### src/rtl/pwmfm_chan.sv
module pwmfm_chan #(
  parameter int CW = 16
) (
  input  logic          clk,
  input  logic          rst_n,
  input  logic          tick,
  input  logic          mode_en,
  input  logic          edge_pol,
  input  logic          duty_wr,
  input  logic [CW-1:0] duty_val,
  input  logic          per_wr,
  input  logic [CW-1:0] per_val,
  output logic          pwm_out
);
  localparam logic [CW-1:0] ONE = CW'(1);
  localparam logic [CW-1:0] TOP = '1;

  logic [CW-1:0] cnt, a_sh, b_sh, a_act, b_act;
  logic mode_q, pend_a, pend_b, b_lvl;

  wire run    = mode_en & tick;
  wire hit_a  = run & (cnt == a_act);
  wire hit_b  = run & (cnt == b_act);
  wire per_ok = per_wr & (per_val > ONE);

  always_ff @(posedge clk or negedge rst_n) begin
    if (!rst_n) begin
      cnt     <= ONE;
      a_sh    <= '0;
      a_act   <= '0;
      b_sh    <= TOP;
      b_act   <= TOP;
      mode_q  <= 1'b0;
      pend_a  <= 1'b0;
      pend_b  <= 1'b0;
      b_lvl   <= 1'b0;
      pwm_out <= 1'b0;
    end else begin
      mode_q <= mode_en;
      if (run) cnt <= (hit_b || cnt == TOP) ? ONE : cnt + ONE;
      if (duty_wr) a_sh <= duty_val;
      if (per_ok) b_sh <= per_val;
      if (!mode_en) begin
        a_act <= duty_wr ? duty_val : a_sh;
        b_act <= per_ok ? per_val : b_sh;
      end else if (hit_b) begin
        a_act <= a_sh;
        b_act <= b_sh;
      end
      pend_a <= hit_a;
      pend_b <= hit_b;
      b_lvl  <= (a_act == '0) ? edge_pol : ~edge_pol;
      if (mode_en) begin
        if (!mode_q)     pwm_out <= edge_pol;
        else if (pend_b) pwm_out <= b_lvl;
        else if (pend_a) pwm_out <= edge_pol;
      end
    end
  end
endmodule

### config.mk
export PLATFORM = sky130hd
export DESIGN_NAME = pwmfm_chan
export DESIGN_NICKNAME = d
export VERILOG_FILES = /design/src/rtl/pwmfm_chan.sv
export SDC_FILE = /design/constraint.sdc
export NUM_CORES = 1
export LEC_CHECK = 0
export BUFFER_PORTS_ARGS = -buffer_cell sky130_fd_sc_hd__buf_2
export CAP_MARGIN = 20
export CORE_MARGIN = 1.5
export CORE_UTILIZATION = 40
export DETAILED_ROUTE_END_ITERATION = 12
export PLACE_DENSITY = 0.62
export SLEW_MARGIN = 5
export SYNTH_ARGS = -nofsm -noshare
export SYNTH_HDL_FRONTEND = slang
export SYNTH_SLANG_ARGS = --single-unit
### constraint.sdc
create_clock -name clk -period 3.4 [get_ports clk]
set_input_delay 0.68 -clock clk [delete_from_list [all_inputs] [get_ports clk]]
set_output_delay 0.68 -clock clk [all_outputs]
set_load 0.1 [all_outputs]
## Word level (Yosys, flattened, before mapping)

Cells that the tools add are included.

- Input port bits: 39
- Logic and storage cells: 36
- Flip-flop bits (word level): 85

- Bitwise operators: 5
- Reduce and logical (&&, ||, !) cells: 3
- Add/sub/neg operators: 1
- Equal/unequal tests: 5
- Order comparisons: 1
- Muxes and demuxes: 11

Operators by type and width:

| operator | number |
|---|---|
| 16-bit two-way mux | 7 |
| 16-bit equality test | 2 |
| 16-bit by 1-bit adder with 16-bit output (second input constant) | 1 |
| 16-bit equality test (second input constant) | 1 |
| 16-bit by 1-bit greater-than comparator with 1-bit output (second input constant) | 1 |
| 16-bit zero test | 1 |
| 1-bit bitwise AND | 4 |
| 1-bit two-way mux | 4 |
| 3-bit by 1-bit inequality test with 1-bit output (second input constant) | 1 |
| 2-bit by 1-bit inequality test with 1-bit output (second input constant) | 1 |
| 2-bit AND reduction | 1 |
| 1-bit logical OR | 1 |
| 1-bit inverter | 1 |

## Depth between registers and ports, before layout

- Word-level depth: 4
- Mapped depth: 8
- Gate-level depth less buffers: 6

## Least setup slack after synthesis

Ideal clock, no wire load.

- Kind: input -> register
- Start: input port per_val[13]
- End: register b_act[0]
- Path buffers: 0
- Setup slack: 0.971 ns
- Data required time: 3.317 ns
- Setup time: 0.083 ns
- Stages on the path: 5
- Data arrival time: 2.346 ns
- Cells stage by stage: or4_4 o41ai_4 mux2_4 nand2b_1 o311a_1

- Longest elaborated chain between the ends: 4

RTL lines:

| item | RTL line | source |
|---|---|---|
| from (decl) | 12 | `input logic [CW-1:0] per_val,` |
| 16-bit by 1-bit greater-than comparator with 1-bit output | 24 | `wire per_ok = per_wr & (per_val > ONE);` |
| 1-bit bitwise AND | 24 |  |
| 16-bit two-way mux | - |  |
| 16-bit two-way mux | 43 | `if (!mode_en) begin` |
| to (signal assigned) | 45 | `b_act <= per_ok ? per_val : b_sh;` |
| to (signal assigned) | 48 | `b_act <= b_sh;` |
| to (decl) | 18 | `logic [CW-1:0] cnt, a_sh, b_sh, a_act, b_act;` |

No other way between the ends.
A chain may end at the register's enable or synchronous reset.

## Worst setup path in the final report

- Start: input port per_val[13]
- End: register b_act[14]

The elaborated chain is that of the path after synthesis.

==> run_results.csv <==
group,metric,value,unit
clock_network,cts_resized,0,
detailed_routing,drt-total-wl,9540,um
run,maxCapViolCount,0,
sta,setup_slack,0.981,ns
status,status,"finished, final reports clean",
global_route,met3_usage,0.0325,
clock_network,clkLatencyLatePin,0.36,ns
placed_design,hpwl,6870,um
detailed_routing,viasPerCell,5.42,
clock_network,clk_path_buf_depth,2,
setup_path,rr_worst_depth,6,
synthesis,async_flop_share,1.00,
sta,tns,0,ns
synthesis,synth_cell_type_count,45,
clock_network,clkTransAtPathRegs,0.09,ns
sta,finalHoldViolations,0,
cells_and_area,drive_gt1_frac,0.291,
detailed_routing,wire_per_inst,16.5,um
power,vdd_ir_drop_max,0.000215,V
detailed_routing,dr.pass1.iters,4,
detailed_routing,vias,3143,
floorplanning,die_w,106,um
clock_network,htreeDepth,3,
floorplanning,io_pins,40,
setup_path,critPathRequiredTime,3.70,ns
synthesis,yosysWarnings,0,
synthesis,ys_top_cells_by_area,"dfrtp_1 (31%), dfstp_2 (20%), xor2_1 (7.4%)",
placed_design,place_congestion,0.870,
cells_and_area,antenna_cells,0,
cells_and_area,instances_no_fill,580,
floorplanning,core,0.0103,sq mm
sta,slew_headroom,0.401,
global_route,use_met1,0.264,
global_route,grt_max_degree,86,
global_route,grt-ovfl-total,0,
clock_network,post_cts_buffers,0,
setup_path,crit_fanout,15,
sta,finalCritPeriodShare,0.712,
clock_network,cts_buffers,9,
synthesis,synth_cells,406,
floorplanning,fp-row-count,37,
clock_network,cts_tree,"built",
synthesis,ys_ff_latch,85,
sta,hold_ws,0.329,ns
floorplanning,dieArea,0.0112,sq mm
sta,skew,0.0190,ns
sta,fin_crit,2.42,ns
detailed_routing,drc_errors,0,
setup_path,r2r_end,"b_act[3]",
placed_design,place_ws,0.604,ns
placed_design,place_inst,563,
detailed_routing,drt-initial-drc-count,213,
cells_and_area,utilization,0.463,
setup_path,critical_path_class,"in2reg",
setup_path,r2r_slack,1.04,ns
synthesis,syn-cell-area,0.00425,sq mm
detailed_routing,ant_nets,0,
clock_network,cts-root-buf,"clkbuf_8",
synthesis,synth_enable_flop_cells,0,
clock_network,cts_hold_buf,0,
global_route,top_usage_layer,"met2",
cells_and_area,area_growth,12.5,%
synthesis,synth_flop_cell,"dfrtp_1",
global_route,track_usage,0.185,
synthesis,syn_avg_cell_area,10.5,sq um
cells_and_area,nNetsFinal,479,
setup_path,r2r_start,"cnt[3]",
setup_path,end_kind,"register",
global_route,antenna_found_initial,0,
sta,maxSlewViolCount,0,
setup_path,worstPathArrival,2.72,ns
setup_path,crit_start,"per_val[13]",
clock_network,cts.sinks,85,
power,leakagePower,2.05,nW
sta,finalSetupViolCount,0,
synthesis,syn-num-nets,446,
sta,rsz0062_at_grt,"no",
placed_design,io_buffers,39,
global_route,grtUsageMet2,0.288,
floorplanning,die_y,106,um
sta,worstMarginPinSlew,0.899,ns
synthesis,synth_top_area_frac,0.306,
global_route,grt_pass1_vias,3299,
sta,fmax,413,MHz
setup_path,worstSetupStartpointType,"primary input",
setup_path,crit_path_max_incr_delay,0.60,ns
synthesis,synth_largest_area_cell,"dfrtp_1",
synthesis,yosysSeqAreaShare,0.511,
setup_path,cp_slowest_cell,"o41ai_4",
power,powerDensity,488,mW/mm^2
global_route,grt_pass1_wl,16500,um
setup_path,crit_chain,"buf_2 -> or4_4 -> o41ai_4 -> a22oi_2 -> o2bb2a_1",
floorplanning,start_util,0.411,
hold_path,hold_path.class,"in2async",
==> final cells by class <==
class                           instances  area (sq um)
Tap cell                              136           170
Fill cell                            1016          5550
Multi-Input combinational cell        280          1910
Inverter                               15          56.3
Sequential cell                        85          2170
Timing Repair Buffer                   48           278
Clock inverter                          6          71.3
Clock buffer                           10           128
==> Yosys cell counts, drive strengths merged (8+ instances only) <==
cell / number
dfrtp: 52
nand2: 42
nor2: 36
xor2: 36
dfstp: 33
clkbuf: 19
a21oi: 18
a31oi: 17
mux2: 17
o21ai: 17
inv: 15
a22o: 14
o221ai: 14
nor4: 11
xnor2: 10
nor3: 8
==> per-stage QoR <==
step / instance area [sq um] / total power, mW
after floorplan: 4250 / 1.50
after global placement: 4560 / 1.62
after detailed placement: 4560 / 1.63
after global routing: 4780 / 2.45
after CTS: 4760 / 2.35
final: 4780 / 2.33
==> cell usage in the layout, fill, tap and decap left out, drive strengths merged, types with 3 or more instances in the layout <==
cell / n
o21ai: 17
nor4: 11
nand2: 42
nor3: 8
mux2: 17
a31oi: 17
and3: 6
dfstp: 33
a21oi: 18
nand4: 6
nor2: 36
or4: 3
a22o: 14
nand3: 6
clkbuf: 10
o221ai: 14
inv: 16
xor2: 36
buf: 48
or3: 3
dfrtp: 52
xnor2: 10
==> worst max-delay path by stage <==
| stage | slack, ns | cells past startpoint | to |
|---|---|---|---|
| after floorplan | 0.97 | 5 | b_act[0] |
| after global placement | 0.63 | 5 | b_act[14] |
| after detailed placement | 0.60 | 5 | b_act[14] |
| after CTS | 1.0 | 5 | b_act[14] |
| after global routing | 0.75 | 6 | b_act[3] |
| final | 0.98 | 5 | b_act[14] |
==> per-layer routing <==
layer / up-vias / share of wire / routed length (um)
met4: 0 / 0.0096 / 92
met2: 46 / 0.48 / 4560
met3: 10 / 0.034 / 328
met1: 1580 / 0.48 / 4560
met5: - / 0 / 0
li1: 1507 / - / -
==> where the power goes <==
| part | internal [mW] | switching (mW) | leakage (nW) |
|---|---|---|---|
| combinational | 0.162 | 0.192 | 0.980 |
| sequential | 1.15 | 0.107 | 0.979 |
| clock | 0.345 | 0.377 | 0.0931 |
| total | 1.65 | 0.676 | 2.05 |
==> critical path, delay by kind of cell <==
kind                   cells  cell delay (ns)
buffers and inverters      1             0.11
AOI/OAI and AO/OA          3             1.37
and+or+nand+nor            1             0.55
==> state kept, by name, summed over array words and instances (netlist names) <==
register / count
a_act: 16
a_sh: 16
b_act: 16
b_lvl: 1
b_sh: 16
cnt: 16
mode_q: 1
pend_a: 1
pend_b: 1
pwm_out: 1
==> kinds of logic after synthesis <==
| logic type | Yosys count | share of synthesized area |
|---|---|---|
| buffers and inverters | 41 | 0.0407 |
| adders and majority gates | 1 | 0.00295 |
| DFF | 85 | 0.511 |
| and+or+nand+nor | 127 | 0.142 |
| AOI/OAI and AO/OA | 88 | 0.160 |
| xor gates and xnor gates | 46 | 0.0949 |
| muxes | 18 | 0.0483 |
No activity file was read; power rests on OpenSTA's default activity.
